File: src/rtl/ser_stub_pkg.sv
package ser_stub_pkg;
  typedef logic [7:0] byte_t;
  localparam byte_t IDLE_LINE_BYTE = 8'hFF;
  localparam byte_t UNMAPPED_READ  = 8'hFF;
  localparam int    START_BIT      = 7;
endpackage

File: src/rtl/ser_stub_regs.sv
module ser_stub_regs
  import ser_stub_pkg::*;
#(
  parameter int          ADDR_W    = 16,
  parameter logic [15:0] DATA_ADDR = 16'hFF01,
  parameter logic [15:0] CTRL_ADDR = 16'hFF02
) (
  input  logic              clk,
  input  logic              rst_n,
  input  logic              wr_en,
  input  logic [ADDR_W-1:0] addr,
  input  byte_t             wdata,
  input  logic              expire,
  output byte_t             rdata,
  output logic              ctrl_wr,
  output logic              armed
);
  localparam logic [ADDR_W-1:0] DATA_SEL = DATA_ADDR[ADDR_W-1:0];
  localparam logic [ADDR_W-1:0] CTRL_SEL = CTRL_ADDR[ADDR_W-1:0];

  byte_t data_q;
  byte_t ctrl_q;
  logic  data_wr;

  assign data_wr = wr_en && (addr == DATA_SEL);
  assign ctrl_wr = wr_en && (addr == CTRL_SEL);
  assign armed   = ctrl_q[START_BIT];

  // Expiry overrides a simultaneous data write.
  always_ff @(posedge clk or negedge rst_n) begin
    if (!rst_n) begin
      data_q <= '0;
    end else if (expire) begin
      data_q <= IDLE_LINE_BYTE;
    end else if (data_wr) begin
      data_q <= wdata;
    end
  end

  // A control write takes priority; expiry only drops the start bit.
  always_ff @(posedge clk or negedge rst_n) begin
    if (!rst_n) begin
      ctrl_q <= '0;
    end else if (ctrl_wr) begin
      ctrl_q <= wdata;
    end else if (expire) begin
      ctrl_q[START_BIT] <= 1'b0;
    end
  end

  always_comb begin
    if (addr == DATA_SEL) begin
      rdata = data_q;
    end else if (addr == CTRL_SEL) begin
      rdata = ctrl_q;
    end else begin
      rdata = UNMAPPED_READ;
    end
  end

  a_r6_expiry_forces_regs: assert property (@(posedge clk) disable iff (!rst_n)
    expire |=> (data_q == IDLE_LINE_BYTE) && !ctrl_q[START_BIT]);

  a_r9_expiry_beats_data_write: assert property (@(posedge clk) disable iff (!rst_n)
    (expire && data_wr) |=> (data_q == IDLE_LINE_BYTE));

  a_r4_ctrl_write_stored: assert property (@(posedge clk) disable iff (!rst_n)
    ctrl_wr |=> (ctrl_q == $past(wdata)));

  a_r8_disarmed_data_holds: assert property (@(posedge clk) disable iff (!rst_n)
    (!armed && !data_wr) |=> $stable(data_q));
endmodule

File: src/rtl/ser_stub_countdown.sv
module ser_stub_countdown #(
  parameter int XFER_CYCLES = 512,
  parameter int IDLE_CYCLES = 128,
  parameter int TICK_W      = 4
) (
  input  logic              clk,
  input  logic              rst_n,
  input  logic              load,
  input  logic              armed,
  input  logic [TICK_W-1:0] tick,
  output logic              expire
);
  localparam int FULL_CYCLES = XFER_CYCLES + IDLE_CYCLES;
  localparam int CNT_RAW     = $clog2(FULL_CYCLES + 1);
  localparam int CW          = (CNT_RAW > TICK_W) ? CNT_RAW : TICK_W;
  localparam logic [CW-1:0] FULL_LOAD = CW'(FULL_CYCLES);
  localparam logic [CW-1:0] IDLE_LOAD = CW'(IDLE_CYCLES);
  localparam logic [CW-1:0] XFER_LOAD = CW'(XFER_CYCLES);

  logic [CW-1:0] remain_q;
  logic [CW-1:0] tick_ext;

  assign tick_ext = CW'(tick);
  // Expiry when this tick brings the count to zero or below.
  assign expire   = armed && !load && (tick_ext >= remain_q);

  always_ff @(posedge clk or negedge rst_n) begin
    if (!rst_n) begin
      remain_q <= XFER_LOAD;
    end else if (load) begin
      remain_q <= FULL_LOAD;
    end else if (expire) begin
      remain_q <= IDLE_LOAD;
    end else if (armed) begin
      remain_q <= remain_q - tick_ext;
    end
  end

  a_r4_full_reload: assert property (@(posedge clk) disable iff (!rst_n)
    load |=> (remain_q == FULL_LOAD));

  a_r6_idle_reload: assert property (@(posedge clk) disable iff (!rst_n)
    expire |=> (remain_q == IDLE_LOAD));

  a_r8_frozen_when_disarmed: assert property (@(posedge clk) disable iff (!rst_n)
    (!armed && !load) |=> $stable(remain_q));

  a_r5_never_hits_zero: assert property (@(posedge clk) disable iff (!rst_n)
    armed |-> (remain_q != '0));
endmodule

File: src/rtl/ser_stub_irq.sv
module ser_stub_irq (
  input  logic clk,
  input  logic rst_n,
  input  logic expire,
  output logic irq_pulse
);
  always_ff @(posedge clk or negedge rst_n) begin
    if (!rst_n) begin
      irq_pulse <= 1'b0;
    end else begin
      irq_pulse <= expire;
    end
  end

  a_r7_single_cycle: assert property (@(posedge clk) disable iff (!rst_n)
    irq_pulse |=> !irq_pulse);

  a_r7_follows_expiry: assert property (@(posedge clk) disable iff (!rst_n)
    expire |=> irq_pulse);
endmodule

File: src/rtl/ser_idle_stub.sv
module ser_idle_stub
  import ser_stub_pkg::*;
#(
  parameter int          XFER_CYCLES = 512,
  parameter int          IDLE_CYCLES = 128,
  parameter int          TICK_W      = 4,
  parameter int          ADDR_W      = 16,
  parameter logic [15:0] DATA_ADDR   = 16'hFF01,
  parameter logic [15:0] CTRL_ADDR   = 16'hFF02
) (
  input  logic              clk,
  input  logic              rst_n,
  input  logic              wr_en,
  input  logic [ADDR_W-1:0] addr,
  input  logic [7:0]        wdata,
  output logic [7:0]        rdata,
  input  logic [TICK_W-1:0] tick,
  output logic              irq_pulse
);
  logic ctrl_wr;
  logic armed;
  logic expire;

  ser_stub_regs #(
    .ADDR_W   (ADDR_W),
    .DATA_ADDR(DATA_ADDR),
    .CTRL_ADDR(CTRL_ADDR)
  ) u_regs (
    .clk    (clk),
    .rst_n  (rst_n),
    .wr_en  (wr_en),
    .addr   (addr),
    .wdata  (wdata),
    .expire (expire),
    .rdata  (rdata),
    .ctrl_wr(ctrl_wr),
    .armed  (armed)
  );

  ser_stub_countdown #(
    .XFER_CYCLES(XFER_CYCLES),
    .IDLE_CYCLES(IDLE_CYCLES),
    .TICK_W     (TICK_W)
  ) u_count (
    .clk   (clk),
    .rst_n (rst_n),
    .load  (ctrl_wr),
    .armed (armed),
    .tick  (tick),
    .expire(expire)
  );

  ser_stub_irq u_irq (
    .clk      (clk),
    .rst_n    (rst_n),
    .expire   (expire),
    .irq_pulse(irq_pulse)
  );

  a_r7_irq_only_when_armed: assert property (@(posedge clk) disable iff (!rst_n)
    irq_pulse |-> $past(armed));
endmodule

File: config.mk
export PLATFORM = sky130hd
export DESIGN_NAME = ser_idle_stub
export DESIGN_NICKNAME = d
export VERILOG_FILES = /design/src/rtl/ser_stub_pkg.sv /design/src/rtl/ser_stub_regs.sv /design/src/rtl/ser_stub_countdown.sv /design/src/rtl/ser_stub_irq.sv /design/src/rtl/ser_idle_stub.sv
export SDC_FILE = /design/constraint.sdc
export NUM_CORES = 1
export LEC_CHECK = 0
export ABC_CLOCK_PERIOD_IN_PS = 2100
export CORE_MARGIN = 4
export CORE_UTILIZATION = 40
export CTS_BUF_LIST = sky130_fd_sc_hd__clkbuf_4 sky130_fd_sc_hd__clkbuf_8 sky130_fd_sc_hd__clkbuf_16
export DETAILED_ROUTE_END_ITERATION = 12
export DONT_BUFFER_PORTS = 1
export GPL_ROUTABILITY_DRIVEN = 0
export HOLD_SLACK_MARGIN = 0.08
export PLACE_DENSITY_LB_ADDON = 0.12
export SLEW_MARGIN = 25
export SYNTH_ARGS = -nofsm -noshare
export SYNTH_HDL_FRONTEND = slang
export SYNTH_SLANG_ARGS = --single-unit
File: constraint.sdc
create_clock -name clk -period 2.1 [get_ports clk]
set_input_delay 0.315 -clock clk [delete_from_list [all_inputs] [get_ports clk]]
set_output_delay 0.315 -clock clk [all_outputs]
set_load 0.02 [all_outputs]
Word level (Yosys, flattened, before mapping)
Cells that the tools add are included.
{"block": "classes", "n_addsub": 1, "n_mul": 0, "n_div": 0, "magnitude_cmp": 1, "eq_ne": 2, "n_shift": 0, "mux": 9, "bitwise_logic": 0, "n_reduce_logical": 8}
{"op": "16-bit equality test, second input constant", "count": 2}
{"op": "8-bit two-way mux", "count": 4}
{"op": "10-bit two-way mux", "count": 3}
{"op": "4-bit by 10-bit greater-or-equal comparator with 1-bit output", "count": 1}
{"op": "10-bit by 4-bit subtractor with 10-bit output", "count": 1}
{"op": "1-bit logical AND", "count": 4}
{"op": "2-bit nonzero test", "count": 2}
{"op": "3-bit nonzero test", "count": 1}
{"op": "1-bit two-way mux", "count": 2}
{"op": "1-bit zero test", "count": 1}
{"block": "totals", "register_bits": 27, "latch_bits": 0, "mem_bits_rw": 0, "romBits": 0, "input_bits": 31, "out_inout_bits": 9, "elab_cells": 26, "mem_count": 0}

Logic depth before layout (Yosys ltp)
Gate-level depths: netlist of the first run.
{"block": "depth", "depth_word": 7, "mapped_depth": 8}

Modules after synthesis
Synthesis of the first run repeated with hierarchy kept, for this count alone.
{"block": "hier_totals", "hier_cells": 148, "hier_area_um2": 1640.3}
{"mod": "ser_stub_regs", "n_inst": 1, "cells_per_inst": 72, "area_each_um2": 893.4, "seq_area_each_um2": 400.4}
{"mod": "ser_stub_countdown", "n_inst": 1, "cells_per_inst": 75, "area_each_um2": 721.9, "seq_area_each_um2": 251.5}
{"mod": "ser_stub_irq", "n_inst": 1, "cells_per_inst": 1, "area_each_um2": 25.0, "seq_area_each_um2": 25.0}

Worst setup path after synthesis of the first run
OpenSTA, ideal clock, no wires.
{"block": "synth_timing", "path_type": "register to register", "from": "register u_count.remain_q[0]", "to": "register u_count.remain_q[3]", "arrival_time_ps": 1959, "t_required_ps": 2023, "path_slack_ps": 64, "path_stages_with_launch": 9, "n_path_buf": 0, "synth_period_minus_slack_ps": 2036, "path_cell_list": "dfrtp_1 > inv_1 > ha_1 > fa_1 > nand2b_1 > a211oi_1 > o31ai_1 > or3_1 > a21oi_1"}
{"block": "synth_between", "elab_chain_cells": 4, "word_cells_on_any_way": 7}
{"element": "start, declared", "line": "ser_stub_countdown.sv:20", "source": "logic [CW-1:0] remain_q;"}
{"element": "start signal, assigned", "line": "ser_stub_countdown.sv:35", "source": "remain_q <= remain_q - tick_ext;"}
{"element": "10-bit by 4-bit subtractor with 10-bit output or 4-bit by 10-bit greater-or-equal comparator with 1-bit output (tied branches)", "line": "ser_stub_countdown.sv:35, ser_stub_countdown.sv:25"}
{"element": "10-bit two-way mux or 1-bit logical AND (tied branches)", "line": "ser_stub_countdown.sv:34, ser_stub_countdown.sv:25"}
{"element": "10-bit two-way mux", "line": "ser_stub_countdown.sv:32", "source": "end else if (expire) begin"}
{"element": "10-bit two-way mux", "line": "ser_stub_countdown.sv:30", "source": "end else if (load) begin"}
Several ways; a longest one is shown, not always the timed one. The select of a mux whose other input is x is not followed.
A chain may end at the register's enable or synchronous reset.

Final worst setup path of the first run
Ends and elaborated chain as after synthesis.

==> summary.md, run 1 <==
| Metric | Value |
|---|---|
| DR WL/cell | 16.7 um |
| Yosys top cell area share | 0.438 |
| Gr usage total | 0.166 |
| Horiz. Die Dim | ~70 um |
| Fin crit period | 2040 ps |
| Leak | between 0.8 and 0.9 nW |
| Hold_sp | wdata[3] |
| CP endpoint kind | flop |
| WP data required | between 2000 and 2500 ps |
| Crit Path Max Fanout | 2 |
| Layout cells sized above 1 | 0.167 |
| Status | complete, no violations |
| HPWL after DPL | roughly 2500 um |
| Post-synth top flop | dfrtp_1 |
| Avg Cell Area, Syn | between 9 and 10 um2 |
| Routed Antenna Nets | 0 |
| RSZ-0062 raised after global routing | true |
| Initial DRT Pass Iterations | 4 |
| H-tree Lvls | 1 |
| WHS Endpoint | u_regs.ctrl_q[3]$_DFFE_PN0P_ |
| Die area | roughly 4800 um2 |
| Fmax | 490 MHz |
| Pre-CTS setup slack | -18.8 ps |
| IO Port Bufs | 0 |
| Initial antenna violation count | 0 |
| Post-synthesis sequential area ratio | 0.456 |
| Syn-to-layout area delta | 16.3% |
| Most area-consuming cells after synthesis | dfrtp_1 44%, nand2_1 9.6%, mux2i_1 6.1% |
| Simple-gate share of the synthesized area | 0.268 |
| Mapped Area | 1490 um2 |
| Via count of the first global-routing pass | around 1,200 |
| Crit share post-route | 0.971 |
| Remaining DRCs | 0 |
| Layout Skew | 1.97 ps |
| Max_cap viols | 0 |
| Worst slew pin tran | 434 ps |
| Hold Slack | ~140 ps |
| Gr ovfl total | 0 |
| Hold depth | 2 |
| CTS root buffer | clkbuf_8 |
| Slew headroom | 0.711 |
| Largest net degree at the start of global routing | 28 |
| Total power | ~0.9 mW |
| Total wire length | 3560 um |
| Vias | between 1,000 and 1,500 |
| Share of synthesized registers carrying an async set or reset | 1.00 |
| Initial core utilization | 0.428 |
| Final Net Count | a little over 200 |
| Largest family of logic cells by synthesized area | simple AND/OR/NAND/NOR gates |
| Final hold vios | 0 |
| Crit path kind | flop to flop |
| Clk slew on worst S/H paths | 90 ps |
| Post-synthesis instance total | about 160 |
| Utilization after layout | 0.498 |
| CP Launch Type | flop |
| First-pass GRT wire length | approximately 5800 um |
| Number of synthesized flops with an enable pin | 0 |
| Num rows | 21 |
| Reg2reg path depth | 8 |
| Reg-to-reg endpoint | u_count.remain_q[3]$_DFFE_PN0P_ |
| Cell count after placement | 208 |
| Mapped Nets | just under 200 |
| Xor/xnor cell area share of the yosys netlist | 0.00590 |
| Non-Filler Instances | about 210 |
| Netlist cell types | 38 |
| Leading area contributor after synthesis | dfrtp_1 |
| Synth warn | 0 |
| Worst Hold Class | input pin to flop |
| R2r setup slk | between 60 and 70 ps |
| VDD IR max | between 0.2 and 0.3 mV |
| Antenna fix cells | 0 |
| Final setup viols | 0 |
| CTS tree | yes |
| Arrival time worst endpoint | around 2300 ps |
| Initial drt markers | 61 |
| Adder-Cell Fraction of Synth Area | 0.0472 |
| Worst-Skew Late Latency | approximately 270 ps |
| Final worst slack | 60.7 ps |
| Pwr Density | 516 nW/um2 |
| CTS Sinks | 27 |
| Number of CTS-inserted buffers | 3 |
| Setup Fix Bufs, Post-CTS | 0 |
| Core ar. | 3470 um2 |
| Fraction of the mapped netlist area in compound gates | 0.127 |
| RR Startpoint | u_count.remain_q[0]$_DFFE_PN0P_ |
| Die Height | just under 70 um |
| Flops & latches, synth | 27 |
| Max-slew violation count | 0 |
| Post-synthesis mux area share | 0.0607 |
| I/O Pins | 40 |
| Max clock buf depth | 2 |
| Vias per cell | about 5.6 |
[stage by stage]
step	setup TNS (ps)	area [um2]
6_report	0	1730
3_5_place_dp	-18.8	1590
3_3_place_gp	-1.02	1590
4_1_cts	0	1670
2_1_floorplan	0	1490
5_1_grt	-41.0	1730
[synth_stat cells (2+ instances only)]
cell type and instances:
a211oi_1 2, nor2_1 11, mux2i_1 9, clkbuf_1 2, nand3_1 5, o21ai_0 4
or4_1 2, nor3_1 2, ha_1 4, inv_1 7, nand2b_1 5, or3_1 3
o22a_1 8, a2bb2oi_1 2, nor4_1 2, a21oi_1 5, nor2b_1 2, dfrtp_1 26
nand2_1 38
[worst max path at each step]
| stage | endpoint | slack (ps) | startpoint |
|---|---|---|---|
| final | u_count.remain_q[3]$_DFFE_PN0P_ | 60 | u_count.remain_q[0]$_DFFE_PN0P_ |
| after detailed placement | u_count.remain_q[3]$_DFFE_PN0P_ | -20 | u_count.remain_q[0]$_DFFE_PN0P_ |
| after CTS | u_count.remain_q[3]$_DFFE_PN0P_ | 6 | u_count.remain_q[0]$_DFFE_PN0P_ |
| after floorplan | u_count.remain_q[3]$_DFFE_PN0P_ | 60 | u_count.remain_q[0]$_DFFE_PN0P_ |
| after global placement | u_count.remain_q[3]$_DFFE_PN0P_ | -1 | u_count.remain_q[0]$_DFFE_PN0P_ |
| after global routing | u_count.remain_q[3]$_DFFE_PN0P_ | -20 | u_count.remain_q[0]$_DFFE_PN0P_ |
[area by class of cell]
cell class | count | area, um2
clock buffer | 3 | 41.3
clock inverter | 1 | 5.00
fill | 336 | 1740
inverter | 7 | 26.3
multi-input combinational | 120 | 817
sequential | 27 | 677
tap | 46 | 57.6
timing repair buffer | 10 | 103
[routing by layer]
layer  vias to the layer above  part of all wire  track usage
met2                        33              0.46        0.261
met3                         5             0.068       0.0373
met4                         0             0.012       0.0511
li1                        573                 -            -
met5                         -                 0            0
met1                       578              0.46        0.226
[logic make-up after synthesis]
| family | Yosys count |
|---|---|
| simple gates | 79 |
| flops | 27 |
| compound gates | 26 |
| buf+inv | 11 |
| mux | 9 |
| fa+ha+maj | 5 |
| xor+xnor | 1 |
[repair_timing]
action,4_1_cts,5_1_grt
hold buffers,2,0
endpoints found under the hold margin,27,0
gates resized for setup,1,13
endpoints found under the setup margin,11,26
pin swaps,0,5
[layout by cell type, fill, tap and decap left out, types with 3 or more instances in the layout]
cell type	n
dfrtp_1	26
o22a_1	8
nor2_1	11
nand3_1	5
o21ai_0	4
nand2_1	36
nand2b_1	4
or3_1	3
buf_4	7
ha_1	3
inv_1	6
a21oi_1	5
mux2i_1	9
clkbuf_8	3
[flip-flops by register name, indices dropped and copies added (netlist names)]
name / flops
u_count.remain_q: 10
u_irq.irq_pulse: 1
u_regs.ctrl_q: 8
u_regs.data_q: 8
[power breakdown]
group	switching, mW	internal (mW)	total [mW]
logic	0.0383	0.0289	0.0671
clock network	0.168	0.133	0.301
registers	0.00214	0.522	0.524
[worst max-delay path, stage by stage, from the launching register on]
cell and delay, ps:
dfrtp_1 370, inv_2 50, ha_4 150, fa_2 390, nand2b_4 160, a211oi_4 300, o31ai_2 110, or3_1 320
a21oi_1 130
No activity file was read; power rests on OpenSTA's default activity.
==> inputs of run 2 (changes only) <==
--- a/config.mk
+++ b/config.mk
@@ -5,7 +5,7 @@
 export SDC_FILE = /design/constraint.sdc
 export NUM_CORES = 1
 export LEC_CHECK = 0
-export ABC_CLOCK_PERIOD_IN_PS = 2100
+export ABC_CLOCK_PERIOD_IN_PS = 2400
 export CORE_MARGIN = 4
 export CORE_UTILIZATION = 40
 export CTS_BUF_LIST = sky130_fd_sc_hd__clkbuf_4 sky130_fd_sc_hd__clkbuf_8 sky130_fd_sc_hd__clkbuf_16
==> constraint.sdc (replaced) <==
create_clock -name clk -period 2.4 [get_ports clk]
set_input_delay 0.36 -clock clk [delete_from_list [all_inputs] [get_ports clk]]
set_output_delay 0.36 -clock clk [all_outputs]
set_load 0.02 [all_outputs]
==> run 2 against run 1 <==
Worst setup slack better by 99 ps. Via count is 2.0% lower. Sequential power is 13% lower. Non-clock buffer count is 5 lower. Clock skew is 4.4 ps higher. Power is 14% lower. Largest power group unchanged. Highest routed layer unchanged.
==> summary.md, run 2 (synthesis gave the netlist of run 1 again) <==
| Metric | Value |
|---|---|
| Status | complete, no violations |
| Worst-Skew Late Latency | 270 ps (about the same) |
| Hold_sp | wdata[4] |
| CTS Hold Bufs | 2 (unchanged) |
| Fin crit period | between 2000 and 2500 ps |
| Layout Skew | 6.34 ps (+4.37 ps) |
| Slew headroom | 0.650 (-0.0604) |
| Slowest Stage Delay on Critical Path | 530 ps (+140 ps) |
| Fmax | between 400 and 500 MHz |
| Remaining DRCs | 0 (unchanged) |
| Area post-placement | 1540 um2 (-3.1%) |
| Max clock buf depth | 2 (unchanged) |
| Metal-1 WL | 1570 um (-4.0%) |
| Routed Antenna Nets | 0 (unchanged) |
| Total power | 0.763 mW (-14%) |
| Die area | 4750 um2 (unchanged) |
| First-pass GRT wire length | 5380 um (-6.8%) |
| Reg2reg path depth | 8 (unchanged) |
| Final hold vios | 0 (unchanged) |
| Hold depth | 2 (unchanged) |
| CTS root buffer | clkbuf_8 |
| WP data required | 2040 ps (-270 ps) |
| Fillers | 344 (+2.4%) |
| Resized Gates After CTS | 0 (-1) |
| DR WL met3 | 196 um (-19%) |
| Gr ovfl total | 0 (unchanged) |
| Syn-to-layout area delta | 8.76% |
| Number of CTS-inserted buffers | 3 (unchanged) |
| Post-Route Setup TNS | 0 ps (unchanged) |
| Die Height | 68.9 um (unchanged) |
| Crit Path Max Fanout | 8 (+6) |
| Top Registers | u_count.remain_q: 10 flops, u_regs.ctrl_q: 8 flops, u_regs.data_q: 8 flops |
| Via count of the first global-routing pass | 1,186 (-3.7%) |
| Setup Fix Bufs, Post-CTS | 0 (unchanged) |
| CTS tree | yes |
| Crit-path slowest cell | or4_4 |
| Vias | 1,165 (-2.0%) |
| CP Launch Type | input pin |
| Top reg by flops | u_count.remain_q |
| Pwr Density | 472 nW/um2 (-8.6%) |
| CP delay by family, top | simple AND/OR/NAND/NOR gates |
| Initial drt markers | 38 (-38%) |
| Pre-CTS setup slack | 145 ps (+164 ps) |
| Final setup viols | 0 (unchanged) |
| CP endpoint kind | output pin |
| Final Net Count | 200 (-2.4%) |
| Arrival time worst endpoint | 1880 ps (-370 ps) |
| Largest register FFs | 10 (unchanged) |
| CTS Sinks | 27 (unchanged) |
| H-tree Lvls | 1 (unchanged) |
| Antenna fix cells | 0 (unchanged) |
| Total wire length | 3300 um (-7.4%) |
| Leak | 0.846 nW (-5.4%) |
| Largest net degree at the start of global routing | 28 (unchanged) |
| Multi-input gate area | 756 um2 (-7.5%) |
| Finished Cell Area | 1620 um2 (-6.4%) |
| Critical Path, Cell by Cell | or4_4 -> nor4_4 -> nand2_1 -> o22a_1 |
| Layout cells sized above 1 | 0.0736 (-0.0930) |
| DR WL/cell | 15.8 um (-5.1%) |
| Worst slew pin tran | 521 ps (+86.6 ps) |
| VDD IR max | 0.269 mV (-2.4%) |
| Reg-to-reg endpoint | u_regs.data_q[5]$_DFFE_PN0P_ |
| Num rows | 21 (unchanged) |
| WHS Endpoint | u_regs.ctrl_q[4]$_DFFE_PN0P_ |
| Max-slew violation count | 0 (unchanged) |
| Core ar. | 3470 um2 (unchanged) |
| I/O Pins | 40 (unchanged) |
| Initial DRT Pass Iterations | 3 (-1) |
| Initial core utilization | 0.428 (unchanged) |
| HPWL after DPL | 2390 um (-5.1%) |
| Initial antenna violation count | 0 (unchanged) |
| Met2 wire length | 1530 um (-7.2%) |
| RSZ-0062 raised after global routing | false |
| Highest metal used | met4 |
| Crit path buffers/inverters | 0 (-1) |
| Register area | 677 um2 (unchanged) |
| Horiz. Die Dim | 68.9 um (unchanged) |
| RR Startpoint | u_count.remain_q[0]$_DFFE_PN0P_ |
| Gr usage total | 0.149 (-0.0161) |
| IO Port Bufs | 0 (unchanged) |
| Worst Hold Class | input pin to flop |
| Vias per cell | 5.57 (+0.33%) |
| R2r setup slk | 220 ps (+160 ps) |
| Commonest non-fill, non-tap cell in the layout | nand2_1 |
| Clk slew on worst S/H paths | 90 ps (about the same) |
| Crit share post-route | 0.934 |
| Crit path kind | input pin to output pin |
| Final worst slack | 159 ps (+98.8 ps) |
| Most frequent cells in the layout | 38 x nand2_1, 26 x dfrtp_1, 11 x nor2_1 |
| Utilization after layout | 0.466 (-0.0321) |
| Max_cap viols | 0 (unchanged) |
## run 2: cell count changes in the layout (fill, tap and decap cells not counted), sizes merged
cell	delta
buf	-5
## run 2: worst max path at each step
stage,depth (start not counted),start,end
2_1_floorplan,4,addr[7],rdata[0]
3_3_place_gp,4,addr[7],rdata[1]
3_5_place_dp,4,addr[7],rdata[2]
4_1_cts,4,addr[7],rdata[2]
5_1_grt,5,u_count.remain_q[7]$_DFFE_PN0P_,u_regs.data_q[5]$_DFFE_PN0P_
6_report,4,addr[7],rdata[2]
## run 2: per-layer routing
layer,vias up,track usage
met1,565,0.202
met5,-,0
li1,568,-
met2,30,0.245
met4,0,0.0341
met3,2,0.0324
## run 2: power by group
group          internal, mW  leakage [nW]  switching [mW]  total, mW
clock network         0.116        0.0255           0.139      0.255
logic                0.0204         0.452          0.0292     0.0496
registers             0.456         0.369         0.00144      0.458
## run 2: layout make-up
class / count / share of cell area
Clock buffer: 3 / 0.0256
Multi-Input combinational cell: 120 / 0.468
Timing Repair Buffer: 5 / 0.0325
Clock inverter: 1 / 0.00310
Inverter: 7 / 0.0163
Tap cell: 46 / 0.0356
Sequential cell: 27 / 0.419
## run 2: stage by stage
| stage | std cells | hold slack (ps) |
|---|---|---|
| after global placement | 203 | 65.5 |
| after CTS | 209 | 194 |
| after detailed placement | 203 | 65.5 |
| after floorplan | 158 | 64.4 |
| final | 209 | 203 |
| after global routing | 209 | 189 |
==> inputs of run 3 (changes only) <==
--- a/config.mk
+++ b/config.mk
@@ -6,6 +6,8 @@
 export NUM_CORES = 1
 export LEC_CHECK = 0
 export ABC_CLOCK_PERIOD_IN_PS = 2400
+export CELL_PAD_IN_SITES_DETAIL_PLACEMENT = 0
+export CELL_PAD_IN_SITES_GLOBAL_PLACEMENT = 2
 export CORE_MARGIN = 4
 export CORE_UTILIZATION = 40
 export CTS_BUF_LIST = sky130_fd_sc_hd__clkbuf_4 sky130_fd_sc_hd__clkbuf_8 sky130_fd_sc_hd__clkbuf_16
==> run 3 against run 2 <==
Largest power group unchanged. Power increased by 1.4%. Sequential power about the same. Die area unchanged. First-iteration DRC count increased by 26%. Register-to-register slack got worse by 40 ps. Sequential cell count unchanged. Design area increased by 0.93%. Worst hold slack got worse by 8.0 ps. Clock-buffer cell count unchanged. Utilization increased by 0.43 points. Combinational power increased by 1%.
==> summary.md, run 3 (synthesis gave the netlist of run 1 again) <==
| Metric | Value |
|---|---|
| Status | complete, no violations |
| RSZ-0062 raised after global routing | false |
| Gr ovfl total | 0 (unchanged) |
| Leak | 0.850 nW (+0.45%) |
| CTS tree | yes |
| Commonest non-fill, non-tap cell in the layout | nand2_1 |
| Final hold vios | 0 (unchanged) |
| Worst Hold Class | input pin to flop |
| P_int | 0.595 mW (+0.34%) |
| Reg power frac | 0.592 (-0.008) |
| Crit path kind | input pin to output pin |
| CP Launch Type | input pin |
| Worst-Skew Late Latency | 270 ps (about the same) |
| Horiz. Die Dim | 68.9 um (unchanged) |
| CP delay by family, top | simple AND/OR/NAND/NOR gates |
| Gr usage total | 0.153 (+0.00360) |
| Layout Skew | 3.45 ps (-2.89 ps) |
| I/O Pins | 40 (unchanged) |
| Via count of the first global-routing pass | 1,148 (-3.2%) |
| H-tree Lvls | 1 (unchanged) |
| IO Port Bufs | 0 (unchanged) |
| Slowest Stage Delay on Critical Path | 530 ps (about the same) |
| Arrival time worst endpoint | 1870 ps (about the same) |
| Total wire length | 3330 um (+0.73%) |
| Crit share post-route | 0.930 (-0.00331) |
| CTS Sinks | 27 (unchanged) |
| Die area | 4750 um2 (unchanged) |
| Initial drt markers | 48 (+26%) |
| Post-Route Setup TNS | 0 ps (unchanged) |
| Max-slew violation count | 0 (unchanged) |
| Routed Antenna Nets | 0 (unchanged) |
| Final setup viols | 0 (unchanged) |
| Critical Path, Cell by Cell | or4_4 -> nor4_4 -> nand2_1 -> o22a_1 |
| Num rows | 21 (unchanged) |
| Initial antenna violation count | 0 (unchanged) |
| Worst slew pin tran | 480 ps (-40.6 ps) |
| Max_cap viols | 0 (unchanged) |
| Die Height | 68.9 um (unchanged) |
| Vias per cell | 5.44 (-2.4%) |
| Fin crit period | 2230 ps (-7.94 ps) |
| Slew headroom | 0.680 (+0.0297) |
| VDD IR max | 0.322 mV (+20%) |
| Hold Slack | 195 ps (-7.98 ps) |
| Crit Path Max Fanout | 8 (unchanged) |
| Fillers | 357 (+3.8%) |
| WP data required | 2040 ps (about the same) |
| Core ar. | 3470 um2 (unchanged) |
| Layout cells sized above 1 | 0.0854 (+0.0117) |
| Top reg by flops | u_count.remain_q |
| Vias | 1,142 (-2.0%) |
| Psw | 0.179 mW (+5.2%) |
| Pwr Density | 475 nW/um2 (+0.49%) |
| Final Net Count | 201 (+0.50%) |
| DR WL/cell | 15.8 um (+0.25%) |
| Max clock buf depth | 2 (unchanged) |
| Largest register FFs | 10 (unchanged) |
| Top Registers | u_count.remain_q: 10 flops, u_regs.ctrl_q: 8 flops, u_regs.data_q: 8 flops |
| CTS root buffer | clkbuf_8 |
| First-pass GRT wire length | 5300 um (-1.4%) |
| Fmax | 448 MHz (+0.36%) |
| Crit-path slowest cell | or4_4 |
| Syn-to-layout area delta | 9.77% |
| Most frequent cells in the layout | 38 x nand2_1, 26 x dfrtp_1, 11 x nor2_1 |
| Combinational power share | 0.065 (about the same) |
| CP endpoint kind | output pin |
| Largest net degree at the start of global routing | 28 (unchanged) |
| Clk slew on worst S/H paths | 90 ps (about the same) |
| Number of CTS-inserted buffers | 3 (unchanged) |
| Remaining DRCs | 0 (unchanged) |
| HPWL after DPL | 2450 um (+2.4%) |
| Initial DRT Pass Iterations | 4 (+1) |
| Crit path buffers/inverters | 0 (unchanged) |
| Antenna fix cells | 0 (unchanged) |
| Switching Fraction | 0.231 (+0.00832) |
| Clock Power Share | 0.343 (+0.008) |
| Initial core utilization | 0.428 (unchanged) |
==> run 3: routing by layer <==
metal | track usage | vias up | part of all wire
met5 | 0 | - | 0
met4 | 0.0365 | 0 | 0.0045
met3 | 0.0340 | 2 | 0.063
met2 | 0.233 | 30 | 0.44
met1 | 0.220 | 545 | 0.49
li1 | - | 565 | -
==> run 3: metrics by stage <==
stage | total power [mW] | cell area (um2) | instances | utilization | setup WS, ps
after floorplan | 0.496 | 1490 | 158 | - | 338
after global placement | 0.502 | 1550 | 204 | 0.446 | 199
after detailed placement | 0.502 | 1550 | 204 | 0.446 | 144
after CTS | 0.780 | 1630 | 210 | 0.469 | 138
after global routing | 0.807 | 1630 | 210 | 0.470 | 13.1
final | 0.774 | 1630 | 210 | 0.470 | 167
==> run 3: path summary, 6_finish.rpt <==
path,from,to,slack [ps],cells after the start
min in group asynchronous,rst_n,u_regs.data_q[3]$_DFFE_PN0P_,550,2
max in group asynchronous,rst_n,u_count.remain_q[9]$_DFFE_PN1P_,1620,2
worst max-delay path,addr[7],rdata[6],170,4
worst max register to register,u_count.remain_q[0]$_DFFE_PN0P_,u_count.remain_q[3]$_DFFE_PN0P_,180,8
worst min-delay path,wdata[1],u_regs.ctrl_q[1]$_DFFE_PN0P_,200,2
worst min register to register,u_regs.ctrl_q[2]$_DFFE_PN0P_,u_regs.ctrl_q[2]$_DFFE_PN0P_,480,2
==> run 3: layout make-up <==
class / count / area [um2] / share of cell area
tap: 46 / 57.6 / 0.0353
clock buffer: 3 / 41.3 / 0.0253
timing repair buffer: 6 / 60.1 / 0.0368
multi-input combinational: 120 / 761 / 0.467
sequential: 27 / 677 / 0.415
inverter: 7 / 26.3 / 0.0161
clock inverter: 1 / 7.51 / 0.00460
==> run 3: worst register-to-register path: stages, from the launching register on <==
cell and delay [ps]:
dfrtp_1 360, inv_1 50, ha_1 190, fa_1 390
nand2b_1 190, a211oi_1 330, o31ai_1 130, or3_1 360
a21oi_1 150
==> run 3: what timing repair did <==
action,4_1_cts,5_1_grt
setup endpoints to repair,0,9
hold buffers,2,0
hold endpoints to repair,27,0
buffers inserted,0,0
gates resized for setup,0,1
==> run 3: power by group through the flow <==
stage	logic, mW	clock network, mW	registers (mW)
global placement	0.0355	0	0.467
finish	0.0503	0.265	0.458
CTS	0.0502	0.272	0.458
floorplan	0.0293	0	0.467
global route	0.0567	0.292	0.459
detailed placement	0.0352	0	0.467
